<file path="config.mk">
export PLATFORM = sky130hd
export DESIGN_NAME = rsp_ring_dma
export DESIGN_NICKNAME = d
export VERILOG_FILES = /design/src/rtl/rsp_ring_pkg.sv /design/src/rtl/rsp_ring_ctrl.sv /design/src/rtl/rsp_ring_dp.sv /design/src/rtl/rsp_ring_dma.sv
export SDC_FILE = /design/constraint.sdc
export NUM_CORES = 1
export LEC_CHECK = 0
export BUFFER_PORTS_ARGS = -buffer_cell sky130_fd_sc_hd__buf_2
export CORE_MARGIN = 2
export CORE_UTILIZATION = 25
export DETAILED_ROUTE_END_ITERATION = 8
export GPL_TIMING_DRIVEN = 0
export PLACE_DENSITY = 0.53
export SYNTH_ARGS = -nofsm -noshare
export SYNTH_HDL_FRONTEND = slang
export SYNTH_SLANG_ARGS = --single-unit
export TNS_END_PERCENT = 20
</file>
<file path="constraint.sdc">
create_clock -name clk -period 7.3 [get_ports clk]
set_clock_uncertainty 0.15 [all_clocks]
set_input_delay 1.095 -clock clk [delete_from_list [all_inputs] [get_ports clk]]
set_output_delay 1.095 -clock clk [all_outputs]
set_load 0.01 [all_outputs]
</file>
<file path="src/rtl/rsp_ring_pkg.sv">
package rsp_ring_pkg;

  typedef struct packed {
    logic accept;
    logic commit;
  } ringStrobe_t;

  localparam logic [3:0] SIZE_CAP = 4'b0111;

  localparam logic [1:0] SEL_2   = 2'b00;
  localparam logic [1:0] SEL_16  = 2'b01;
  localparam logic [1:0] SEL_256 = 2'b10;

  function automatic logic [7:0] depthMask(input logic [1:0] sel);
    case (sel)
      SEL_2:   depthMask = 8'h01;
      SEL_16:  depthMask = 8'h0F;
      default: depthMask = 8'hFF;
    endcase
  endfunction

endpackage

</file>
<file path="src/rtl/rsp_ring_ctrl.sv">
module rsp_ring_ctrl
  import rsp_ring_pkg::*;
(
  input  logic        clk,
  input  logic        rstN,
  input  logic        runReq,
  input  logic        rspValid,
  input  logic        memWrReady,
  output logic        rspReady,
  output logic        memWrValid,
  output logic        busy,
  output ringStrobe_t strobe
);

  typedef enum logic {ST_IDLE, ST_WRITE} ctrlState_t;
  ctrlState_t state, stateNext;

  always_comb begin
    rspReady      = (state == ST_IDLE) && runReq;
    memWrValid    = (state == ST_WRITE);
    busy          = (state == ST_WRITE);
    strobe.accept = rspReady && rspValid;
    strobe.commit = memWrValid && memWrReady;
    stateNext     = state;
    if (strobe.accept)      stateNext = ST_WRITE;
    else if (strobe.commit) stateNext = ST_IDLE;
  end

  always_ff @(posedge clk or negedge rstN) begin
    if (!rstN) state <= ST_IDLE;
    else       state <= stateNext;
  end

endmodule

</file>
<file path="src/rtl/rsp_ring_dp.sv">
module rsp_ring_dp
  import rsp_ring_pkg::*;
#(
  parameter int ADDR_W = 64,
  parameter int DATA_W = 64,
  parameter int PTR_W  = 8,
  parameter int CNT_W  = 16
) (
  input  logic              clk,
  input  logic              rstN,
  input  logic              regWrEn,
  input  logic [3:0]        regAddr,
  input  logic [31:0]       regWrData,
  input  logic [3:0]        regByteEn,
  output logic [31:0]       regRdData,
  input  logic [DATA_W-1:0] rspData,
  input  ringStrobe_t       strobe,
  input  logic              busy,
  output logic              runReq,
  output logic [PTR_W-1:0]  wrPtr,
  output logic [ADDR_W-1:0] memWrAddr,
  output logic [DATA_W-1:0] memWrData,
  output logic              irq
);

  localparam int ALIGN_W = 7;
  localparam int SLOT_SH = 3;
  localparam int PAD_W   = ADDR_W - PTR_W - SLOT_SH;

  logic [31:0]       baseLo, baseHi;
  logic [CNT_W-1:0]  intCount, rspCount;
  logic [1:0]        sizeSel;
  logic              statusFlag;
  logic [PTR_W-1:0]  heldIdx, nextIdx, ptrMask;
  logic [ADDR_W-1:0] ringBase;
  logic [1:0]        wordSel;
  logic              wrWord0, wrWord1, wrWord2, wrWord3;
  logic              ptrClear, statusClear, countHit;

  always_comb begin
    wordSel     = regAddr[3:2];
    wrWord0     = regWrEn && (regAddr[1:0] == 2'b00) && (wordSel == 2'd0);
    wrWord1     = regWrEn && (regAddr[1:0] == 2'b00) && (wordSel == 2'd1);
    wrWord2     = regWrEn && (regAddr[1:0] == 2'b00) && (wordSel == 2'd2);
    wrWord3     = regWrEn && (regAddr[1:0] == 2'b00) && (wordSel == 2'd3);
    ptrClear    = wrWord2 && regByteEn[1] && regWrData[15];
    statusClear = wrWord3 && regByteEn[1] && regWrData[8];
    ptrMask     = PTR_W'(depthMask(sizeSel));
    nextIdx     = (wrPtr + 1'b1) & ptrMask;
    ringBase    = {baseHi, baseLo[31:ALIGN_W], {ALIGN_W{1'b0}}};
    countHit    = (intCount != '0) && ((rspCount + 1'b1) == intCount);
  end

  // software-written registers
  always_ff @(posedge clk or negedge rstN) begin
    if (!rstN) begin
      baseLo   <= '0;
      baseHi   <= '0;
      intCount <= '0;
      runReq   <= 1'b0;
      sizeSel  <= SEL_2;
    end else begin
      for (int b = 0; b < 4; b++) begin
        if (wrWord0 && regByteEn[b]) baseLo[8*b +: 8] <= regWrData[8*b +: 8];
        if (wrWord1 && regByteEn[b]) baseHi[8*b +: 8] <= regWrData[8*b +: 8];
      end
      if (wrWord2 && regByteEn[2]) intCount[7:0]  <= regWrData[23:16];
      if (wrWord2 && regByteEn[3]) intCount[15:8] <= regWrData[31:24];
      if (wrWord3 && regByteEn[0]) runReq <= regWrData[1];
      if (wrWord3 && regByteEn[2] && (regWrData[17:16] != 2'b11))
        sizeSel <= regWrData[17:16];
    end
  end

  // index, capture and response counting
  always_ff @(posedge clk or negedge rstN) begin
    if (!rstN) begin
      wrPtr      <= '0;
      heldIdx    <= '0;
      memWrAddr  <= '0;
      memWrData  <= '0;
      rspCount   <= '0;
      statusFlag <= 1'b0;
    end else begin
      if (strobe.accept) begin
        heldIdx   <= nextIdx;
        memWrData <= rspData;
        memWrAddr <= ringBase + {{PAD_W{1'b0}}, nextIdx, {SLOT_SH{1'b0}}};
      end
      if (ptrClear)           wrPtr <= '0;
      else if (strobe.commit) wrPtr <= heldIdx;
      if (strobe.commit && intCount != '0) begin
        if (countHit) rspCount <= '0;
        else          rspCount <= rspCount + 1'b1;
      end
      if (strobe.commit && countHit) statusFlag <= 1'b1;
      else if (statusClear)          statusFlag <= 1'b0;
    end
  end

  always_comb begin
    case (wordSel)
      2'd0:    regRdData = {baseLo[31:ALIGN_W], {ALIGN_W{1'b0}}};
      2'd1:    regRdData = baseHi;
      2'd2:    regRdData = {intCount, {(16-PTR_W){1'b0}}, wrPtr};
      default: regRdData = {8'h00, SIZE_CAP, 2'b00, sizeSel,
                            7'b0, statusFlag, 6'b0, runReq || busy, 1'b0};
    endcase
    irq = statusFlag;
  end

endmodule

</file>
<file path="src/rtl/rsp_ring_dma.sv">
module rsp_ring_dma
  import rsp_ring_pkg::*;
#(
  parameter int ADDR_W = 64,
  parameter int DATA_W = 64
) (
  input  logic              clk,
  input  logic              rstN,
  input  logic              regWrEn,
  input  logic [3:0]        regAddr,
  input  logic [31:0]       regWrData,
  input  logic [3:0]        regByteEn,
  output logic [31:0]       regRdData,
  input  logic              rspValid,
  input  logic [DATA_W-1:0] rspData,
  output logic              rspReady,
  output logic              memWrValid,
  output logic [ADDR_W-1:0] memWrAddr,
  output logic [DATA_W-1:0] memWrData,
  input  logic              memWrReady,
  output logic              irq
);

  localparam int PTR_W = 8;

  ringStrobe_t      strobe;
  logic             runReq, busy;
  logic [PTR_W-1:0] wrPtr;

  rsp_ring_ctrl ctrl_i (
    .clk(clk), .rstN(rstN), .runReq(runReq), .rspValid(rspValid),
    .memWrReady(memWrReady), .rspReady(rspReady), .memWrValid(memWrValid),
    .busy(busy), .strobe(strobe)
  );

  rsp_ring_dp #(.ADDR_W(ADDR_W), .DATA_W(DATA_W), .PTR_W(PTR_W)) dp_i (
    .clk(clk), .rstN(rstN), .regWrEn(regWrEn), .regAddr(regAddr),
    .regWrData(regWrData), .regByteEn(regByteEn), .regRdData(regRdData),
    .rspData(rspData), .strobe(strobe), .busy(busy), .runReq(runReq),
    .wrPtr(wrPtr), .memWrAddr(memWrAddr), .memWrData(memWrData), .irq(irq)
  );

endmodule

</file>
* Word-level counts from Yosys, hierarchy flattened
Cells that the tools add are included.
** Operators by class
- $add $sub $neg :: 3
- Equality and inequality tests :: 6
- Multiplexer cells :: 9
- Bitwise logic cells :: 2
- Reductions and logical operators :: 36
** Operator list (count)
- 32-bit case mux with 3 select lines :: 1
- 64-bit by 11-bit adder with 64-bit output :: 1
- 1-bit logical AND :: 28
- 16-bit by 1-bit adder with 16-bit output, second input constant :: 1
- 16-bit == test :: 1
- 16-bit 2-to-1 mux :: 1
- 8-bit 2-to-1 mux :: 2
- 8-bit case mux with 2 select lines :: 1
- 16-bit nonzero test :: 1
- 8-bit by 1-bit adder with 8-bit output, second input constant :: 1
- 8-bit bitwise AND :: 1
- 2-bit zero test :: 3
- 2-bit nonzero test :: 3
- 2-bit by 1-bit == test with 1-bit output, second input constant :: 2
- 2-bit == test, second input constant :: 2
- 1-bit 2-to-1 mux :: 4
- 2-bit != test, second input constant :: 1
- 1-bit logical OR :: 1
- 1-bit NOT :: 1
** Storage, ports and cells
- Register bits :: 245
- Input port bits :: 109
- Output and inout port bits :: 163
- Logic and storage cells :: 75

* Depth between registers and ports, before layout
- Depth after elaboration :: 7
- Gate-level depth with buffers :: 13

* Hierarchy
From an unflattened synthesis, not the netlist that was laid out.
** Second synthesis, totals
- Cells, all modules :: 1016
- Area, all modules :: 11247.0 um^2
** Modules (own cells, without submodules)
- rsp_ring_dp :: instances 1, cells an instance 1008, area each 11177.0 um^2, seq. area each 5755.5 um^2
- rsp_ring_ctrl :: instances 1, cells an instance 8, area each 70.1 um^2, seq. area each 25.0 um^2

* Least setup slack after synthesis
No wires, ideal clock.
- Path kind :: in2out
- Start point :: in regAddr[2]
- End point :: out regRdData[18]
- Data arrival time :: 2.614 ns
- Data required time :: 6.055 ns
- Slack :: 3.441 ns
- Cell stages on the path :: 5
- Path through :: clkbuf_1 > buf_1 > clkbuf_1 > mux2i_1 > o21ai_0
** Between the ends
- Cells in the longest elaborated chain, start to end :: 2
- Elaborated cells between the ends (all ways) :: 4
** Ends and longest elaborated chain
- start: declaration :: RTL line rsp_ring_dma.sv:10 : input logic [3:0] regAddr,
- 2-bit == test, or another cell as far along :: RTL line rsp_ring_dp.sv:102 : case (wordSel)
- 32-bit case mux with 3 select lines (*) :: RTL line rsp_ring_dp.sv:102
- end: declaration :: RTL line rsp_ring_dma.sv:13 : output logic [31:0] regRdData,
Every way passes the cells marked *; elsewhere a longest branch is shown, timed or not.

* Final worst setup path
- Start point :: in regAddr[2]
- End point :: out regRdData[29]
Same word-level chain as after synthesis.

==> flow_summary.json <==
{
  "ctsLongestPathBuffers": 3,
  "worst_slew_margin_relative_to_its_limit": 0.370,
  "post-place-ws_ns": 2.47,
  "hold_class": "in2async",
  "timing.critical_path.arrival_ns": 3.62,
  "cts_num_sinks": 231,
  "worst-path-max-fanout": 10,
  "numPortBuffers": 267,
  "grt_pass1_vias": 9011,
  "ys.warnings.count": 0,
  "layout_setup_ws_ns": 2.43,
  "wl_per_cell_microns": 19.3,
  "fp.dieW_microns": 217,
  "post-layout-total-power_mw": 4.82,
  "critPathKind": "in2out",
  "critPathSlowestCell": "sky130_fd_sc_hd__clkbuf_1",
  "floorplan.rows": 77,
  "total_number_of_vias": 9035,
  "first_pass_iters": 4,
  "synthFlopType": "sky130_fd_sc_hd__dfrtp_1",
  "routed_wirelength_microns": 37400,
  "pin_count_of_the_biggest_net_entering_global_routing": 116,
  "synth_seq_area_share": 0.510,
  "postSynthAreaPerCell_sq_um": 11.0,
  "fmax_achieved_mhz": 206,
  "number_of_antenna_violations_at_the_first_check_in_global_routing": 10,
  "place_hpwl_microns": 28400,
  "worst_skew_pair.late_latency_ns": 0.57,
  "floorplan.initialDensity": 0.254,
  "type_of_element_launching_the_critical_path": "input pin",
  "post_cts.resized_instances": 0,
  "syn_area_sq_mm": 0.0113,
  "postRouteAntennaNets": 0,
  "ys_async_sr_fraction": 1.00,
  "critPathTopFamily": "buffers and inverters",
  "timing.final.crit_share": 0.667,
  "max-vdd-ir-drop_mv": 0.172,
  "initialDrtViolationCount": 562,
  "status": "completed",
  "critical_path.max_stage_delay_ns": 0.77,
  "cp_cell_sequence": "clkbuf_1 -> buf_1 -> clkbuf_1 -> mux2i_1 -> o21ai_0 -> buf_2",
  "cap_viol_max_count": 0,
  "post-route-min-period_ns": 4.87,
  "finalHoldViolCount": 0,
  "number_of_hold_buffers_added_after_cts": 0,
  "vias_per_cell": 4.67,
  "post-route-cell-area_sq_mm": 0.0143,
  "cts_root_buffer": "sky130_fd_sc_hd__clkbuf_16",
  "die_h_microns": 217,
  "drive_gt1_frac": 0.363,
  "final_nets": 1442,
  "reg2reg_depth": 13,
  "power_leakage_nw": 6.56,
  "core-area_sq_mm": 0.0445,
  "unrepaired_setup_endpoints_after_global_routing": "false",
  "globalRoute.totalOverflow": 0,
  "wire_length_of_the_first_global_routing_pass_microns": 56500,
  "worst_slew_pin_slew_ns": 0.945,
  "gp_congestion": 0.849,
  "cts_tree": "built",
  "p_per_area_mw_per_mm2": 337,
  "synth_edf_count": 0,
  "post-route-drc-count": 0,
  "place_area_sq_mm": 0.0135,
  "cp-end-kind": "primary output",
  "cts.clk_slew.worst_paths_ns": 0.06,
  "layout.cells.most_common": "sky130_fd_sc_hd__buf_2",
  "worst_path_most_repeated_cell": "sky130_fd_sc_hd__clkbuf_1",
  "design.portCount": 272,
  "syn_inst": 1026,
  "worstSetupPathDepth": 6,
  "post_synth_num_cell_types": 64,
  "htree_levels": 1,
  "timing.critical_path.buf_inv": 4,
  "die_area_sq_mm": 0.0470,
  "cts_buf_count": 27,
  "post-cts-setup-buffer-count": 0,
  "finalMaxSlewViolations": 0,
  "layout.cells.most_common_list": "sky130_fd_sc_hd__buf_2, sky130_fd_sc_hd__dfrtp_1, sky130_fd_sc_hd__nand2_1",
  "area_growth_pct": 26.5,
  "groute.usage.overall": 0.157,
  "critPathRequiredTime_ns": 6.05,
  "synth_seq_cells": 231,
  "finalSetupViolCount": 0,
  "fin_setup_tns_ns": 0
}
[layout make-up]
cell class,instances,area (sq um)
fillers,4688,30200
flip-flops and latches,231,5780
multi-input cells,730,5260
repair buffers,269,1400
clock buffers,38,747
well taps,592,741
plain buffers,53,244
clock inverters,6,97.6
inverters,14,52.6
diodes,3,7.51
[sequential cells by signal (all words and copies together) (netlist names)]
| register | count |
|---|---|
| ctrl_i.busy | 1 |
| dp_i.baseHi | 32 |
| dp_i.baseLo | 25 |
| dp_i.heldIdx | 8 |
| dp_i.intCount | 16 |
| dp_i.irq | 1 |
| dp_i.memWrAddr | 57 |
| dp_i.memWrData | 64 |
| dp_i.rspCount | 16 |
| dp_i.runReq | 1 |
| dp_i.sizeSel | 2 |
| dp_i.wrPtr | 8 |
[final timing paths]
| kind | startpoint | end | slack, ns |
|---|---|---|---|
| worst max-delay path | regAddr[2] | regRdData[29] | 2.43 |
| worst min-delay path | rstN | dp_i.memWrData[26] | 0.25 |
| worst max register to register | dp_i.wrPtr[0] | dp_i.memWrAddr[59] | 3.59 |
| worst min register to register | dp_i.memWrAddr[38] | dp_i.memWrAddr[38] | 0.32 |
| max in group asynchronous | rstN | dp_i.baseHi[0] | 5.43 |
| min in group clk | dp_i.memWrAddr[38] | dp_i.memWrAddr[38] | 0.32 |
[per-layer routing]
layer	global-route usage	routed length, microns	vias up
met5	0	80	-
met4	0.0349	804	12
met3	0.0387	2440	50
met2	0.257	17500	244
met1	0.211	16600	4510
li1	-	-	4219
[logic make-up (layout without fill, tap and decap cells)]
family,count (synthesis),count (layout),synth area share
and+or+nand+nor,322,322,0.144
other,1,6,0.000331
xor gates and xnor gates,80,80,0.0619
AOI/OAI and AO/OA,150,150,0.0818
muxes,168,168,0.167
DFF,231,231,0.510
buffers and inverters,67,380,0.0262
adders and majority gates,7,7,0.00840
[metrics by stage]
step	cells	hold slack, ns	util
2_1_floorplan	1028	0.322	-
4_1_cts	1933	0.226	0.322
5_1_grt	1934	0.254	0.322
3_3_place_gp	1887	0.311	0.301
6_report	1936	0.254	0.322
3_5_place_dp	1889	0.316	0.303
[cells in the mapped netlist (4+ instances only)]
| cell type | count | area share |
|---|---|---|
| sky130_fd_sc_hd__ha_1 | 6 | 0.0066 |
| sky130_fd_sc_hd__o211ai_1 | 16 | 0.011 |
| sky130_fd_sc_hd__and4_1 | 7 | 0.0054 |
| sky130_fd_sc_hd__o21ai_0 | 76 | 0.034 |
| sky130_fd_sc_hd__nor3b_1 | 4 | 0.0027 |
| sky130_fd_sc_hd__or4_1 | 4 | 0.0027 |
| sky130_fd_sc_hd__dfrtp_1 | 231 | 0.51 |
| sky130_fd_sc_hd__buf_4 | 10 | 0.0066 |
| sky130_fd_sc_hd__nor2_1 | 33 | 0.011 |
| sky130_fd_sc_hd__nor3_1 | 23 | 0.010 |
| sky130_fd_sc_hd__nor2b_1 | 9 | 0.0050 |
| sky130_fd_sc_hd__nor4_1 | 7 | 0.0039 |
| sky130_fd_sc_hd__a22o_1 | 8 | 0.0062 |
| sky130_fd_sc_hd__and2_1 | 5 | 0.0028 |
| sky130_fd_sc_hd__clkbuf_1 | 35 | 0.012 |
| sky130_fd_sc_hd__nand2_1 | 156 | 0.052 |
| sky130_fd_sc_hd__mux2_2 | 146 | 0.15 |
| sky130_fd_sc_hd__buf_2 | 6 | 0.0027 |
| sky130_fd_sc_hd__and3_1 | 8 | 0.0044 |
| sky130_fd_sc_hd__o21ai_1 | 7 | 0.0031 |
| sky130_fd_sc_hd__a21o_1 | 4 | 0.0027 |
| sky130_fd_sc_hd__a21oi_1 | 15 | 0.0066 |
| sky130_fd_sc_hd__nand4_1 | 14 | 0.0077 |
| sky130_fd_sc_hd__mux2i_1 | 20 | 0.018 |
| sky130_fd_sc_hd__inv_1 | 14 | 0.0046 |
| sky130_fd_sc_hd__nand3_1 | 24 | 0.011 |
| sky130_fd_sc_hd__xor2_1 | 33 | 0.026 |
| sky130_fd_sc_hd__or3_1 | 6 | 0.0033 |
| sky130_fd_sc_hd__xnor2_1 | 47 | 0.036 |
[where the power goes]
group | internal, mW | switching (mW) | leakage, nW
sequential | 1.70 | 0.331 | 2.87
combinational | 0.683 | 0.768 | 3.28
clock | 0.779 | 0.561 | 0.410
(Power assumes the default switching activity.)
